==> src/rtl/accu_pkg.sv <==
package accu_pkg;
  localparam int DATA_W = 16;
  localparam int ADDR_W = 12;
  localparam int OP_W   = DATA_W - ADDR_W;

  localparam logic [OP_W-1:0] OP_HALT  = 4'b0000;
  localparam logic [OP_W-1:0] OP_LOAD  = 4'b0001;
  localparam logic [OP_W-1:0] OP_STORE = 4'b0010;
  localparam logic [OP_W-1:0] OP_ADD   = 4'b0101;
  localparam logic [OP_W-1:0] OP_RETI  = 4'b1111;

  typedef enum logic [2:0] {
    S_FETCH, S_FWAIT, S_EXEC, S_OWAIT, S_ICHK, S_HALT
  } stateT;

  typedef struct packed {
    logic irLoad;
    logic pcInc;
    logic addrFromIr;
    logic accLoad;
    logic accAdd;
    logic ctxSave;
    logic ctxRestore;
    logic memWr;
  } ctrlT;
endpackage

==> src/rtl/accu_ctrl.sv <==
module accu_ctrl
  import accu_pkg::*;
(
  input  logic            clk,
  input  logic            rstN,
  input  logic [OP_W-1:0] opcode,
  input  logic            irqReq,
  output ctrlT            st,
  output logic            irqAck
);
  stateT state, nextState;
  logic  masked;

  always_comb begin
    st        = '0;
    irqAck    = 1'b0;
    nextState = state;
    unique case (state)
      S_FETCH: nextState = S_FWAIT;
      S_FWAIT: begin
        st.irLoad = 1'b1;
        st.pcInc  = 1'b1;
        nextState = S_EXEC;
      end
      S_EXEC: begin
        st.addrFromIr = 1'b1;
        case (opcode)
          OP_LOAD, OP_ADD: nextState = S_OWAIT;
          OP_STORE: begin
            st.memWr  = 1'b1;
            nextState = S_ICHK;
          end
          OP_RETI: begin
            st.ctxRestore = 1'b1;
            nextState     = S_ICHK;
          end
          OP_HALT: nextState = S_HALT;
          default: nextState = S_ICHK;
        endcase
      end
      S_OWAIT: begin
        st.addrFromIr = 1'b1;
        st.accLoad    = (opcode == OP_LOAD);
        st.accAdd     = (opcode == OP_ADD);
        nextState     = S_ICHK;
      end
      S_ICHK: begin
        nextState = S_FETCH;
        if (irqReq && !masked) begin
          irqAck     = 1'b1;
          st.ctxSave = 1'b1;
        end
      end
      S_HALT: nextState = S_HALT;
      default: nextState = S_FETCH;
    endcase
  end

  always_ff @(posedge clk) begin
    if (!rstN) begin
      state  <= S_FETCH;
      masked <= 1'b0;
    end else begin
      state <= nextState;
      if (st.ctxSave)         masked <= 1'b1;
      else if (st.ctxRestore) masked <= 1'b0;
    end
  end

  AST_NO_ACK_MASKED: assert property (@(posedge clk) disable iff (!rstN)
    masked |-> !irqAck);
  AST_HALT_STICKS: assert property (@(posedge clk) disable iff (!rstN)
    (state == S_HALT) |=> (state == S_HALT) && !st.memWr);
endmodule

==> src/rtl/accu_dpath.sv <==
module accu_dpath
  import accu_pkg::*;
#(
  parameter logic [ADDR_W-1:0] HANDLER = 12'h100
) (
  input  logic              clk,
  input  logic              rstN,
  input  ctrlT              st,
  input  logic [DATA_W-1:0] memRdata,
  output logic [ADDR_W-1:0] memAddr,
  output logic [DATA_W-1:0] memWdata,
  output logic              memWe,
  output logic [OP_W-1:0]   opcode
);
  logic [ADDR_W-1:0] pc, pcSave;
  logic [DATA_W-1:0] ir, acc, accSave;

  always_ff @(posedge clk) begin
    if (!rstN) begin
      pc      <= '0;
      ir      <= '0;
      acc     <= '0;
      pcSave  <= '0;
      accSave <= '0;
    end else begin
      if (st.irLoad) ir <= memRdata;
      if (st.ctxSave) begin
        pcSave  <= pc;
        accSave <= acc;
        pc      <= HANDLER;
      end else if (st.ctxRestore) begin
        pc <= pcSave;
      end else if (st.pcInc) begin
        pc <= pc + 1'b1;
      end
      if (st.ctxRestore)   acc <= accSave;
      else if (st.accLoad) acc <= memRdata;
      else if (st.accAdd)  acc <= acc + memRdata;
    end
  end

  assign memAddr  = st.addrFromIr ? ir[ADDR_W-1:0] : pc;
  assign memWdata = acc;
  assign memWe    = st.memWr;
  assign opcode   = ir[DATA_W-1 -: OP_W];

  AST_PC_STEP: assert property (@(posedge clk) disable iff (!rstN)
    st.irLoad |=> pc == ADDR_W'($past(pc) + 1'b1));
  AST_ACC_RESTORE: assert property (@(posedge clk) disable iff (!rstN)
    st.ctxRestore |=> acc == $past(accSave));
endmodule

==> src/rtl/accu_core.sv <==
module accu_core
  import accu_pkg::*;
#(
  parameter logic [ADDR_W-1:0] HANDLER = 12'h100
) (
  input  logic              clk,
  input  logic              rstN,
  output logic [ADDR_W-1:0] memAddr,
  output logic [DATA_W-1:0] memWdata,
  input  logic [DATA_W-1:0] memRdata,
  output logic              memWe,
  input  logic              irqReq,
  output logic              irqAck
);
  ctrlT            st;
  logic [OP_W-1:0] opcode;

  accu_ctrl u_ctrl (
    .clk(clk), .rstN(rstN), .opcode(opcode), .irqReq(irqReq),
    .st(st), .irqAck(irqAck)
  );

  accu_dpath #(.HANDLER(HANDLER)) u_dpath (
    .clk(clk), .rstN(rstN), .st(st), .memRdata(memRdata),
    .memAddr(memAddr), .memWdata(memWdata), .memWe(memWe), .opcode(opcode)
  );

  AST_ACK_VECTORS: assert property (@(posedge clk) disable iff (!rstN)
    irqAck |=> memAddr == HANDLER);
  AST_WE_SINGLE: assert property (@(posedge clk) disable iff (!rstN)
    memWe |=> !memWe);
endmodule

==> config.mk <==
export PLATFORM = sky130hd
export DESIGN_NAME = accu_core
export DESIGN_NICKNAME = d
export VERILOG_FILES = /design/src/rtl/accu_pkg.sv /design/src/rtl/accu_ctrl.sv /design/src/rtl/accu_dpath.sv /design/src/rtl/accu_core.sv
export SDC_FILE = /design/constraint.sdc
export NUM_CORES = 1
export LEC_CHECK = 0
export ABC_AREA = 1
export ABC_CLOCK_PERIOD_IN_PS = 2400
export BUFFER_PORTS_ARGS = -buffer_cell sky130_fd_sc_hd__buf_2
export CORE_MARGIN = 3
export CORE_UTILIZATION = 59
export CTS_CLUSTER_SIZE = 16
export DETAILED_ROUTE_END_ITERATION = 10
export GPL_TIMING_DRIVEN = 1
export PLACE_DENSITY = 0.86
export SLEW_MARGIN = 5
export SYNTH_ARGS = -nofsm -noshare
export SYNTH_HDL_FRONTEND = slang
export SYNTH_SLANG_ARGS = --single-unit
==> constraint.sdc <==
create_clock -name clk -period 2.4 [get_ports clk]
set_input_delay 0.36 -clock clk [delete_from_list [all_inputs] [get_ports clk]]
set_output_delay 0.36 -clock clk [all_outputs]
set_load 0.01 [all_outputs]
# Word level (Yosys, flattened, before mapping)
# Index checks and enable logic that the tools add are counted.
# word_totals
inputBits	19
output_inout_bits	30
wordCells	50
register_bits	76
# op_classes
n_reduce_logical	11
addsub	2
eq_ne	9
bitwise	1
n_mux	19
# ops
op	count
$mux W16	3
$mux W12	3
$add A16 B16 Y16	1
$pmux W3 S5	1
$add A12 B1 Y12 const B	1
$mux W9	1
$mux W1	7
$eq A3 B2 Y1 const B	2
$eq A3 B3 Y1 const B	2
$mux W2	3
$pmux W3 S2	1
$reduce_bool A3 Y1	2
$reduce_or A2 Y1	3
$eq A4 B1 Y1 const B	1
$eq A4 B2 Y1 const B	1
$eq A4 B3 Y1 const B	1
$eq A4 B4 Y1 const B	1
$logic_not A4 Y1	1
$reduce_bool A2 Y1	2
$eq A3 B1 Y1 const B	1
$logic_not A3 Y1	1
$logic_and A1 B1 Y1	1
$logic_not A1 Y1	1
$not A1 Y1	1

# Longest topological paths before layout
# logic_depth
word_depth	5
mapped_depth	13
ltp_nobuf	13

# By module
# A second synthesis with hierarchy kept.
# unflattened
hier_cells	663
area_unflattened_um2	4375.4
# modules_own_cells
module	seq_area_each_um2	n_inst	area_each_um2	cells_each
accu_dpath	1441.4	1	4106.4	619
accu_ctrl	80.1	1	269.0	44

# Least setup slack after synthesis
# No wires, ideal clock.
# synth_path
kind	register -> register
from	register u_dpath.acc[0], in the netlist u_dpath.memWdata[0]
to	register u_dpath.acc[12], in the netlist u_dpath.memWdata[12]
stages_incl_launch_ff	13
path_buffers	0
setup_time_ns	0.072
synth_period_minus_slack_ns	1.750
arrival_time_ns	1.678
t_required_ns	2.328
setup_slack_ns	0.650
cell_sequence	dfxtp_1 ha_1 fa_1 nand2_1 nand2_1 and2_1 nand3_1 nand3_1 nand2_1 nand3_1 nand2_1 nand2_1 a21oi_1
# synth_between
elab_chain_len	4
# synth_lines
item	line	text
from (decl)	accu_dpath.sv:16	logic [DATA_W-1:0] ir, acc, accSave;
from (signal assigned)	accu_dpath.sv:36	if (st.ctxRestore) acc <= accSave;
from (signal assigned)	accu_dpath.sv:37	else if (st.accLoad) acc <= memRdata;
from (signal assigned)	accu_dpath.sv:38	else if (st.accAdd) acc <= acc + memRdata;
$add A16 B16 Y16	accu_dpath.sv:38	
$mux W16	accu_dpath.sv:38	
$mux W16	accu_dpath.sv:37	
$mux W16	accu_dpath.sv:36	
# No other way between the ends. The select of a mux whose other input is x is not followed.
# A chain may end at the register's enable or synchronous reset.

# Final worst setup path
# Same ends and word-level chain as after synthesis.

==> results.py <==
metrics = {
    "timing": {
        "maxSlewHeadroom_pct": 53.9,
        "post-route-min-period_ps": 2000,
        "grt_setup_unrepaired": "false",
        "total_negative_setup_slacks_ps": 0,
        "max_freq_mhz": 500,
        "setup_viol_count_final": 0,
        "hold_vio_cnt_final": 0,
        "skew_ps": 8.81,
        "share_of_the_cycle_needed_by_the_critical_path_after_routing_pct": 83.3,
        "drv_slew": 0,
        "worst-slew-pin-transition_ps": 690,
        "final.setup.worst_slack_ps": 401,
        "hold_slack_ps": 269,
    },
    "placed_design": {
        "detailed_place_hpwl_um": 8060,
        "pre_cts_slack_ps": 362,
        "post_dp_cell_area_um2": 4700,
        "buffer_ports.inserted": 48,
        "replace_congestion": 0.928,
    },
    "floorplan": {
        "die-height_um": 92.3,
        "ios": 49,
        "num_rows": 30,
        "die-area_um2": 8510,
        "die_width_um": 92.3,
        "initial_util_pct": 62.6,
        "core-area_um2": 7020,
    },
    "pwr": {
        "power_per_standard_cell_area_nw_per_um2": 752,
        "power_leakage_nw": 2.46,
        "peak_supply_drop_v": 0.000483,
    },
    "detailed_routing": {
        "wirelength_um": 11400,
        "routed-via-count": 4599,
        "dr.first_iter.drc_count": 316,
        "dr.pass1.iters": 5,
        "detail_route.vias_per_cell": 5.64,
        "detail-route-antenna-nets": 0,
        "routedWlPerCell_um": 14.0,
        "drcViolationCount": 0,
    },
    "setup_path": {
        "required_ps": 2680,
        "worstPathMaxFanout": 4,
        "worst_setup_path_start_kind": "register",
        "timing.critical_path.arrival_ps": 2280,
        "worst_path_class_setup": "register to register",
        "nature_of_the_critical_path_endpoint": "register",
        "worst-r2r-setup-slack_ps": 400,
    },
    "clocking": {
        "cts-root-to-sink-buffers": 2,
        "cts_repair_resize_count": 0,
        "h-tree-depth": 3,
        "cts_hold_buf": 0,
        "postCtsSetupBuffers": 0,
        "clkSlewWorstSetupHoldPaths_ps": 90,
        "cts.sink_count": 76,
        "root_buffer": "sky130_fd_sc_hd__clkbuf_8",
        "cts_buffers": 9,
        "insertion_delay_ps": 360,
        "tritoncts": "built",
    },
    "hold_path": {
        "hold_class": "primary input to register",
    },
    "synthesis": {
        "yosysSeqAreaShare_pct": 34.6,
        "mapped_nets": 705,
        "synth-main-ff-cell": "sky130_fd_sc_hd__dfxtp_1",
        "syn-instance-count": 669,
        "postSynth.asyncResetShare_pct": 0,
        "ff_latch_count_synth": 76,
        "syn-mean-instance-area_um2": 6.56,
        "summed_instance_area_of_the_synthesized_netlist_um2": 4390,
        "synth_edf_count": 0,
        "synth.yosys.warnings": 0,
        "yosys.cell_types.count": 40,
    },
    "global_routing": {
        "grt_first_pass_wirelength_um": 19300,
        "grt_remaining_overflow": 0,
        "number_of_antenna_violations_at_the_first_check_in_global_routing": 0,
        "number_of_global_route_vias_before_repair": 4234,
        "grt_max_degree": 56,
        "grt_usage_pct": 27.7,
    },
    "layout": {
        "layout.cells.most_common_list": "sky130_fd_sc_hd__nand2_1, sky130_fd_sc_hd__o21ai_0, sky130_fd_sc_hd__inv_1, sky130_fd_sc_hd__nor2_1, sky130_fd_sc_hd__dfxtp_1",
        "finish.instance_area_um2": 4910,
        "synthToLayoutAreaGrowth_pct": 11.8,
        "drive_above_1_share_pct": 14.2,
        "layout.cells.most_common": "sky130_fd_sc_hd__nand2_1",
        "n_antenna_cell": 0,
        "final_nets": 750,
        "layout.core_utilization_pct": 69.9,
    },
    "status": {
        "run_status": "complete, no violations",
    },
    "job": {
        "maxCapViolations": 0,
    },
}
synthesized netlist by cell type, types with 2 or more instances:
| library cell | n | area share, % |
|---|---|---|
| sky130_fd_sc_hd__nand4_1 | 5 | 0.71 |
| sky130_fd_sc_hd__a21oi_1 | 37 | 4.2 |
| sky130_fd_sc_hd__clkinv_1 | 2 | 0.17 |
| sky130_fd_sc_hd__buf_4 | 3 | 0.51 |
| sky130_fd_sc_hd__inv_1 | 76 | 6.5 |
| sky130_fd_sc_hd__nand3b_1 | 4 | 0.68 |
| sky130_fd_sc_hd__or2_2 | 6 | 0.85 |
| sky130_fd_sc_hd__buf_2 | 4 | 0.46 |
| sky130_fd_sc_hd__nand2_2 | 4 | 0.57 |
| sky130_fd_sc_hd__o211ai_1 | 11 | 1.9 |
| sky130_fd_sc_hd__inv_2 | 6 | 0.51 |
| sky130_fd_sc_hd__nand3_1 | 25 | 2.8 |
| sky130_fd_sc_hd__xnor2_1 | 3 | 0.60 |
| sky130_fd_sc_hd__ha_1 | 16 | 4.6 |
| sky130_fd_sc_hd__buf_6 | 4 | 1.0 |
| sky130_fd_sc_hd__nor3_1 | 6 | 0.68 |
| sky130_fd_sc_hd__o31ai_1 | 2 | 0.34 |
| sky130_fd_sc_hd__clkbuf_1 | 15 | 1.3 |
| sky130_fd_sc_hd__xor2_1 | 8 | 1.6 |
| sky130_fd_sc_hd__nand2_1 | 172 | 15 |
| sky130_fd_sc_hd__a31oi_1 | 15 | 2.1 |
| sky130_fd_sc_hd__dfxtp_1 | 76 | 35 |
| sky130_fd_sc_hd__nor2_1 | 76 | 6.5 |
| sky130_fd_sc_hd__o21ai_0 | 77 | 8.8 |
critical path: stages (launching register included):
cell,delay [ps]
sky130_fd_sc_hd__dfxtp_1,350
sky130_fd_sc_hd__ha_1,230
sky130_fd_sc_hd__fa_1,390
sky130_fd_sc_hd__nand2_1,120
sky130_fd_sc_hd__nand2_1,80
sky130_fd_sc_hd__and2_1,180
sky130_fd_sc_hd__nand3_1,100
sky130_fd_sc_hd__nand3_1,70
sky130_fd_sc_hd__nand2_1,60
sky130_fd_sc_hd__nand3_1,70
sky130_fd_sc_hd__nand2_1,90
sky130_fd_sc_hd__nand2_1,50
sky130_fd_sc_hd__a21oi_1,110
layer usage:
metal / track usage (%) / vias up / wire length [µm]
met5: 0 / - / 0
met3: 6.32 / 17 / 816
met2: 46.5 / 180 / 5510
met4: 8.54 / 0 / 158
li1: - / 2249 / -
met1: 35.3 / 2153 / 4940
metrics by stage:
step | cells | total power, mW
after floorplan | 669 | 2.35
after global placement | 799 | 2.61
after detailed placement | 799 | 2.66
after CTS | 815 | 3.69
after global routing | 815 | 3.91
final | 815 | 3.69
where the power goes:
part | switching (mW) | internal, mW | leakage (nW) | total, mW
combinational | 0.674 | 0.321 | 1.74 | 0.995
sequential | 0.165 | 1.49 | 0.617 | 1.66
clock | 0.523 | 0.518 | 0.107 | 1.04
total | 1.36 | 2.33 | 2.46 | 3.69
cell families after synthesis:
logic type                 Yosys count  synth area share, %
AOI/OAI and AO/OA                  147                 18.3
xor gates and xnor gates            11                 2.19
adders and majority gates           17                 5.01
buffers and inverters              112                 10.7
DFF                                 76                 34.6
and+or+nand+nor                    306                 29.1
final timing paths:
path                     endpoint                start  cells past startpoint
min reg2reg    u_dpath.accSave[8]   u_dpath.accSave[8]                      2
min                 u_dpath.ir[0]          memRdata[0]                      3
max          u_dpath.memWdata[12]  u_dpath.memWdata[0]                     12
max reg2reg  u_dpath.memWdata[12]  u_dpath.memWdata[0]                     12
final cells by class:
cell class,instances,area [µm²]
clock buffer,10,138
clock inverter,6,70.1
fill,624,2110
inverter,85,322
multi-input combinational,481,2400
sequential,76,1520
tap,96,120
timing repair buffer,61,338
sequential cells by signal, summed over array words and instances, names as in the netlist:
name,flops
u_dpath.pcSave,12
u_dpath.pc,12
u_dpath.memWdata,16
u_ctrl.masked,1
u_dpath.accSave,16
u_ctrl.state,3
u_dpath.ir,16
No activity file was read; power rests on OpenSTA's default activity.
